$ cat config.mk
export PLATFORM = sky130hd
export DESIGN_NAME = xbus_mode_resolver
export DESIGN_NICKNAME = d
export VERILOG_FILES = /design/src/rtl/xbus_pkg.sv /design/src/rtl/xbus_slot_capture.sv /design/src/rtl/xbus_cfg_resolve.sv /design/src/rtl/xbus_mode_resolver.sv
export SDC_FILE = /design/constraint.sdc
export NUM_CORES = 1
export LEC_CHECK = 0
export BUFFER_PORTS_ARGS = -buffer_cell sky130_fd_sc_hd__buf_2
export CAP_MARGIN = 10
export CORE_UTILIZATION = 47
export CTS_CLUSTER_SIZE = 12
export DETAILED_ROUTE_END_ITERATION = 7
export GPL_TIMING_DRIVEN = 0
export PLACE_DENSITY = 0.76
export SETUP_SLACK_MARGIN = 0.02
export SYNTH_ARGS = -nofsm -noshare
export SYNTH_HDL_FRONTEND = slang
export SYNTH_SLANG_ARGS = --single-unit
$ cat constraint.sdc
create_clock -name clk -period 1.9 [get_ports clk]
set_input_delay 0.38 -clock clk [delete_from_list [all_inputs] [get_ports clk]]
set_output_delay 0.38 -clock clk [all_outputs]
set_load 0.01 [all_outputs]
$ cat src/rtl/xbus_pkg.sv
package xbus_pkg;
  typedef enum logic [1:0] {
    SPD_33  = 2'd0,
    SPD_66  = 2'd1,
    SPD_100 = 2'd2,
    SPD_133 = 2'd3
  } bus_spd_e;

  localparam int unsigned SPD_W = 2;

  typedef struct packed {
    logic     pcix;
    bus_spd_e spd;
  } bus_cfg_t;
endpackage

$ cat src/rtl/xbus_slot_capture.sv
module xbus_slot_capture
  import xbus_pkg::*;
(
  input  logic             clk,
  input  logic             rst_n,
  input  logic             cap_en,
  input  logic             present_in,
  input  logic             pcix_in,
  input  logic [SPD_W-1:0] spd_in,
  output logic             present_q,
  output logic             pcix_q,
  output logic [SPD_W-1:0] spd_q
);
  logic             present_d;
  logic             pcix_d;
  logic [SPD_W-1:0] spd_d;

  always_comb begin
    present_d = present_q;
    pcix_d    = pcix_q;
    spd_d     = spd_q;
    if (cap_en) begin
      present_d = present_in;
      pcix_d    = pcix_in;
      spd_d     = spd_in;
    end
  end

  always_ff @(posedge clk or negedge rst_n) begin
    if (!rst_n) begin
      present_q <= 1'b0;
      pcix_q    <= 1'b0;
      spd_q     <= '0;
    end else begin
      present_q <= present_d;
      pcix_q    <= pcix_d;
      spd_q     <= spd_d;
    end
  end
endmodule

$ cat src/rtl/xbus_cfg_resolve.sv
module xbus_cfg_resolve
  import xbus_pkg::*;
#(
  parameter int unsigned NUM_SLOTS = 2
) (
  input  logic [NUM_SLOTS-1:0]       present,
  input  logic [NUM_SLOTS-1:0]       pcix_cap,
  input  logic [NUM_SLOTS*SPD_W-1:0] max_spd,
  output bus_cfg_t                   cfg
);
  localparam int unsigned CNT_W = $clog2(NUM_SLOTS + 1);

  logic [CNT_W-1:0] n_cards;
  logic             all_pcix;
  logic [SPD_W-1:0] min_spd;
  logic [SPD_W-1:0] capped;

  always_comb begin
    n_cards  = '0;
    all_pcix = 1'b1;
    min_spd  = SPD_133;
    for (int i = 0; i < NUM_SLOTS; i++) begin
      if (present[i]) begin
        n_cards = n_cards + 1'b1;
        if (!pcix_cap[i]) all_pcix = 1'b0;
        if (max_spd[i*SPD_W +: SPD_W] < min_spd) min_spd = max_spd[i*SPD_W +: SPD_W];
      end
    end
  end

  always_comb begin
    cfg    = '{pcix: 1'b0, spd: SPD_33};
    capped = min_spd;
    if (n_cards > 1 && capped > SPD_100) capped = SPD_100;
    if (n_cards != 0) begin
      cfg.pcix = all_pcix;
      if (!all_pcix && capped > SPD_66) capped = SPD_66;
      cfg.spd = bus_spd_e'(capped);
    end
  end
endmodule

$ cat src/rtl/xbus_mode_resolver.sv
module xbus_mode_resolver
  import xbus_pkg::*;
#(
  parameter int unsigned NUM_SLOTS = 2,
  localparam int unsigned STAT_W   = NUM_SLOTS + 4
) (
  input  logic                       clk,
  input  logic                       rst_n,
  input  logic                       bus_rst_n,
  input  logic [NUM_SLOTS-1:0]       slot_present,
  input  logic [NUM_SLOTS-1:0]       slot_pcix,
  input  logic [NUM_SLOTS*SPD_W-1:0] slot_max_spd,
  output logic                       bus_pcix,
  output logic [SPD_W-1:0]           bus_spd_sel,
  output logic                       cfg_valid,
  output logic [STAT_W-1:0]          status_word
);
  logic [NUM_SLOTS-1:0]       pres_q;
  logic [NUM_SLOTS-1:0]       cap_q;
  logic [NUM_SLOTS*SPD_W-1:0] spd_q;
  bus_cfg_t                   res_cfg;

  logic     in_rst_q, in_rst_d;
  logic     valid_q, valid_d;
  bus_cfg_t cfg_q, cfg_d;
  logic     cfg_en;

  genvar g;
  generate
    for (g = 0; g < NUM_SLOTS; g++) begin : g_slot
      xbus_slot_capture u_cap (
        .clk        (clk),
        .rst_n      (rst_n),
        .cap_en     (~bus_rst_n),
        .present_in (slot_present[g]),
        .pcix_in    (slot_pcix[g]),
        .spd_in     (slot_max_spd[g*SPD_W +: SPD_W]),
        .present_q  (pres_q[g]),
        .pcix_q     (cap_q[g]),
        .spd_q      (spd_q[g*SPD_W +: SPD_W])
      );
    end
  endgenerate

  xbus_cfg_resolve #(.NUM_SLOTS(NUM_SLOTS)) u_res (
    .present  (pres_q),
    .pcix_cap (cap_q),
    .max_spd  (spd_q),
    .cfg      (res_cfg)
  );

  // Control: the lock edge is the first edge with bus reset high
  always_comb begin
    in_rst_d = in_rst_q;
    valid_d  = valid_q;
    cfg_en   = 1'b0;
    cfg_d    = cfg_q;
    if (!bus_rst_n) begin
      in_rst_d = 1'b1;
      valid_d  = 1'b0;
      cfg_en   = 1'b1;
      cfg_d    = '{pcix: 1'b0, spd: SPD_33};
    end else if (in_rst_q) begin
      in_rst_d = 1'b0;
      cfg_en   = 1'b1;
      cfg_d    = res_cfg;
    end else begin
      valid_d  = 1'b1;
    end
  end

  always_ff @(posedge clk or negedge rst_n) begin
    if (!rst_n) begin
      in_rst_q <= 1'b1;
      valid_q  <= 1'b0;
      cfg_q    <= '{pcix: 1'b0, spd: SPD_33};
    end else begin
      in_rst_q <= in_rst_d;
      valid_q  <= valid_d;
      if (cfg_en) cfg_q <= cfg_d;
    end
  end

  assign bus_pcix    = cfg_q.pcix;
  assign bus_spd_sel = cfg_q.spd;
  assign cfg_valid   = valid_q;
  assign status_word = {pres_q, cfg_q.pcix, cfg_q.spd, valid_q};


  bus_rst_clear_chk: assert property (@(posedge clk) disable iff (!rst_n)
    !bus_rst_n |=> (!cfg_valid && !bus_pcix && bus_spd_sel == SPD_33));

  conv_speed_cap_chk: assert property (@(posedge clk) disable iff (!rst_n)
    !bus_pcix |-> bus_spd_sel <= SPD_66);

  dual_speed_cap_chk: assert property (@(posedge clk) disable iff (!rst_n)
    ($countones(pres_q) > 1 && cfg_valid) |-> bus_spd_sel != SPD_133);

  valid_delay_chk: assert property (@(posedge clk) disable iff (!rst_n)
    $rose(cfg_valid) |-> ($past(bus_rst_n) && !$past(cfg_valid)));

  hold_stable_chk: assert property (@(posedge clk) disable iff (!rst_n)
    (cfg_valid && bus_rst_n) |=> ($stable(bus_pcix) && $stable(bus_spd_sel) && cfg_valid));

  empty_default_chk: assert property (@(posedge clk) disable iff (!rst_n)
    (pres_q == '0) |-> (!bus_pcix && bus_spd_sel == SPD_33));
endmodule

Word-level counts from Yosys, hierarchy flattened. Index checks and enable logic that the tools add are counted.

Register bits after elaboration: 13. Input port bits: 11. Output and inout bits: 10. Word-level logic and storage cells: 43.

$add $sub $neg: 1. Order comparisons: 5. Equal/unequal tests: 2. Multiplexer cells: 20. Reduce and logical (&&, ||, !) cells: 5.

Operators by type and width (count): $mux W2 (7); $mux W1 (10); $mux W3 (3); $gt A2 B1 Y1 const B (2); $add A1 B1 Y2 const B (1); $gt A2 B2 Y1 const B (1); $logic_and A1 B1 Y1 (2); $lt A2 B2 Y1 (1); $lt A2 B2 Y1 const B (1); $ne A2 B1 Y1 const B (1); $ne A2 B2 Y1 const B (1); $reduce_and A2 Y1 (1); $reduce_bool A2 Y1 (1); $logic_not A1 Y1 (1).

Longest topological paths before layout.
Depth in word-level cells: 15. Depth in mapped cells: 6. Gate-level depth less buffers: 6.

Cells and area by module. From an unflattened synthesis, not the netlist that was laid out.

Cell total of the unflattened synthesis: 52. Area total of the unflattened synthesis: 645.6 µm².

Modules (own cells, without submodules): xbus_slot_capture (times used 2, cells an instance 8, area each 145.1 µm², sequential area each 100.1 µm²); xbus_mode_resolver (times used 1, cells an instance 18, area each 210.2 µm², sequential area each 126.4 µm²); xbus_cfg_resolve (times used 1, cells an instance 18, area each 145.1 µm², sequential area each 0.0 µm²).

Least setup slack after synthesis. OpenSTA, ideal clock, no wires.

Kind: register -> register. Start point: register g_slot[0].u_cap.spd_q[1]. End point: register cfg_q (netlist bit bus_spd_sel[0]). Setup time: 0.139 ns. Arrival time: 1.379 ns. Required time: 1.761 ns. Setup slack: 0.383 ns. Stages on the path, launching flop included: 6. Path buffers: 0. Clock period less this slack: 1.517 ns. Path through: dfrtp_1 nand2b_1 ha_1 mux2_4 a222oi_1 a221oi_1.

Word-level cells in the longest chain between the ends: 15.

RTL lines: from (decl) (line xbus_slot_capture.sv:12) `output logic [SPD_W-1:0] spd_q`; from (signal assigned) (line xbus_slot_capture.sv:37) `spd_q <= spd_d;`; $lt A2 B2 Y1 (line xbus_cfg_resolve.sv:26) `if (max_spd[i*SPD_W +: SPD_W] < min_spd) min_spd = max_spd[i*SPD_W +: SPD_W];`; $mux W2 * (line xbus_cfg_resolve.sv:26); $mux W2 * (line xbus_cfg_resolve.sv:23) `if (present[i]) begin`; $lt A2 B2 Y1 (line xbus_cfg_resolve.sv:26); $mux W2 (line xbus_cfg_resolve.sv:26); $mux W2 * (line xbus_cfg_resolve.sv:23); $gt A2 B2 Y1 (line xbus_cfg_resolve.sv:34) `if (n_cards > 1 && capped > SPD_100) capped = SPD_100;`; $logic_and A1 B1 Y1 (line xbus_cfg_resolve.sv:34); $mux W2 * (line xbus_cfg_resolve.sv:34); $gt A2 B1 Y1 (line xbus_cfg_resolve.sv:37) `if (!all_pcix && capped > SPD_66) capped = SPD_66;`; $logic_and A1 B1 Y1 (line xbus_cfg_resolve.sv:37); $mux W2 * (line xbus_cfg_resolve.sv:37); $mux W3 * (line xbus_cfg_resolve.sv:35) `if (n_cards != 0) begin`; $mux W3 * (line xbus_mode_resolver.sv:63) `end else if (in_rst_q) begin`; $mux W3 * (line xbus_mode_resolver.sv:58) `if (!bus_rst_n) begin`; to (signal assigned) (line xbus_mode_resolver.sv:76) `cfg_q <= '{pcix: 1'b0, spd: SPD_33};`; to (signal assigned) (line xbus_mode_resolver.sv:80) `if (cfg_en) cfg_q <= cfg_d;`; to (decl) (line xbus_mode_resolver.sv:25) `bus_cfg_t cfg_q, cfg_d;`.

Every way passes the cells marked *; elsewhere a longest branch is shown, timed or not. The select of a mux whose other input is x is not followed. A chain may end at the register's enable or synchronous reset.

Worst setup path after layout. Ends and elaborated chain as after synthesis.

==> results_dict.tcl <==
set metrics [dict create \
    status "completed" \
    holdWs_ps 331 \
    netlist_instances 53 \
    drive_gt1_frac 0.526 \
    die_y_um 39.0 \
    final_cells 92 \
    viasPerCell 4.99 \
    finalPower_uw 624 \
    cts_sinks 13 \
    port_buffers 20 \
    timing.fmax_mhz 617 \
    cts_tree "done" \
    dieArea_um2 1520 \
    synthAdderAreaFrac 0.0388 \
    synth_top_family_by_area "multiplexers" \
    preCtsSetupSlack_ps 283 \
    postRouteAntennaNets 0 \
    syn_nets 66 \
    p_leak_uw 0.000421 \
    hp-class "primary input to flip-flop" \
    drtPass1Iterations 4 \
    path_class "flip-flop to flip-flop" \
    grt_pass1_wl_um 1740 \
    synth_mux_area_frac 0.163 \
    globalRouteOverflowTotal 0 \
    maxSlewHeadroom 0.761 \
    initial_core_util 0.543 \
    ctsHtreeMaxLevel 1 \
    hold_viol 0 \
    synth-seq-cells 13 \
    cts-root-buf "clkbuf_4" \
    grt_max_degree 14 \
    power_density_nw_per_um2 781 \
    num_rows 12 \
    wl_per_cell_um 11.8 \
    dpl.hpwl_um 838 \
    yosys_warnings 0 \
    syn_to_final_growth_pct 23.9 \
    cts_buffers 3 \
    path_max_fanout 4 \
    grt_pass1_vias 388 \
    cp-end-kind "flip-flop" \
    finalCritPeriodShare 0.852 \
    worstMarginPinSlew_ps 355 \
    drc 0 \
    rsz0062_at_grt "false" \
    wl_um 1090 \
    post-route-min-period_ps 1620 \
    multiInputGateArea_um2 253 \
    ys_types 26 \
    clk_pin_slew_worst_paths_ps 80 \
    peakVddDrop_mv 0.475 \
    grt_antenna_before_repair 0 \
    seq_area_frac_synth 0.507 \
    fillers 92 \
    maxSlewViolCount 0 \
    synth-xor-area-share 0 \
    setup_ws_ps 280 \
    grt_usage 0.182 \
    clock_path_buffers 2 \
    first_iter_violations 12 \
    core_region_area_um2 1190 \
    synthSimpleGateAreaFrac 0.0835 \
    tns_ps 0 \
    startpoint_type "flip-flop" \
    setup-violations-final 0 \
    vias 459 \
    regArea_um2 327 \
    ios 21 \
    syn_area_per_cell_um2 12.2 \
    diodes 0 \
    clock_skew_ps 1.97 \
    required_ps 2040 \
    maxCapViolCount 0 \
    dp_cells 87 \
    clk_latency_ps 270 \
    cp.arrival_ps 1760 \
    synth_compound_area_frac 0.107 \
    nets 92 \
    syn_area_um2 644 \
    die_w_um 39.0 \
    place_congestion 0.760 \
]
registers in the layout (all words and copies together), names as in the netlist:
register                cells
cfg_valid                   1
bus_pcix                    1
g_slot.u_cap.pcix_q         2
bus_spd_sel                 2
g_slot.u_cap.present_q      2
g_slot.u_cap.spd_q          4
in_rst_q                    1
area by class of cell:
class	count	share of cell area
multi-input combinational	29	0.317
sequential	13	0.409
tap	14	0.0219
inverter	4	0.0188
buffer	7	0.0627
timing repair buffer	21	0.138
clock buffer	4	0.0329
kinds of logic (layout without fill, tap and decap cells):
family / count (synthesis) / after routing
and+or+nand+nor: 9 / 9
muxes: 9 / 9
buffers and inverters: 11 / 36
adders and majority gates: 2 / 2
DFF: 13 / 13
AOI/OAI and AO/OA: 9 / 9
report_power, final:
part	internal, uW	total, uW	leakage, uW	switching (uW)
Sequential	303	327	0.000157	23.9
Clock	81.1	164	0.0000150	82.9
Combinational	77.5	133	0.000249	55.5
what timing repair did:
action / 4_1_cts / 5_1_grt
endpoints found under the hold margin: 12 / 0
hold buffers: 1 / 0
resized for setup: 0 / 0
setup buffers: 0 / 0
metal layers:
layer	part of all wire	global-route usage	up-vias	wire length [um]
li1	-	-	231	-
met1	0.45	0.227	213	489
met2	0.49	0.279	13	539
met3	0.043	0.0520	2	47
met4	0.012	0.103	0	13
met5	0	0	-	0
worst paths after layout:
kind	start	end	slack [ps]	cells after the start
worst max-delay path	g_slot[0].u_cap.spd_q[1]	bus_spd_sel[0]	280	5
worst min-delay path	slot_max_spd[3]	g_slot[1].u_cap.spd_q[1]	330	2
worst max register to register	g_slot[0].u_cap.spd_q[1]	bus_spd_sel[0]	280	5
worst min register to register	bus_pcix	bus_pcix	500	1
max in group asynchronous	rst_n	in_rst_q	1080	2
min in group asynchronous	rst_n	g_slot[1].u_cap.pcix_q	540	2
worst max-delay path: stages, from the launching register on:
cell,delay (ps)
dfrtp_1,390
nand2b_1,170
ha_1,240
mux2_4,270
a222oi_1,300
a221oi_1,130
synth_stat cells:
master     number  area share
mux2_2          7        0.12
o21ai_0         2       0.016
nand2b_1        1      0.0097
mux2_4          1       0.023
and2b_1         1       0.012
ha_1            2       0.039
a21oi_1         1      0.0078
a22o_1          1       0.014
inv_2           1      0.0058
buf_2           1      0.0078
o2bb2ai_1       1       0.014
nand2_1         2       0.012
a222oi_1        1       0.016
dfstp_2         1       0.041
a32o_1          1       0.016
nor2_1          1      0.0058
nor2b_1         1      0.0097
nor4_1          1      0.0097
nor2b_2         1       0.014
nand3b_1        1       0.012
dfrtp_1        12        0.47
mux2_1          1       0.017
a21o_1          1       0.012
a221oi_1        1       0.014
buf_4           6       0.070
inv_1           3       0.017
placed cells by master, fill, tap and decap left out, drive strengths merged, types with 2 or more instances in the layout:
master / synthesis / layout
mux2: 9 / 9
dfrtp: 12 / 12
nor2b: 2 / 2
inv: 4 / 4
buf: 7 / 27
clkbuf: 0 / 4
ha: 2 / 2
nand2: 2 / 2
o21ai: 2 / 2
per-stage QoR:
step	area, um^2	util
3_5_place_dp	762	0.642
2_1_floorplan	644	-
6_report	798	0.673
3_3_place_gp	762	0.642
4_1_cts	798	0.673
5_1_grt	798	0.673
Note: power is estimated with default switching activity, not from simulation.
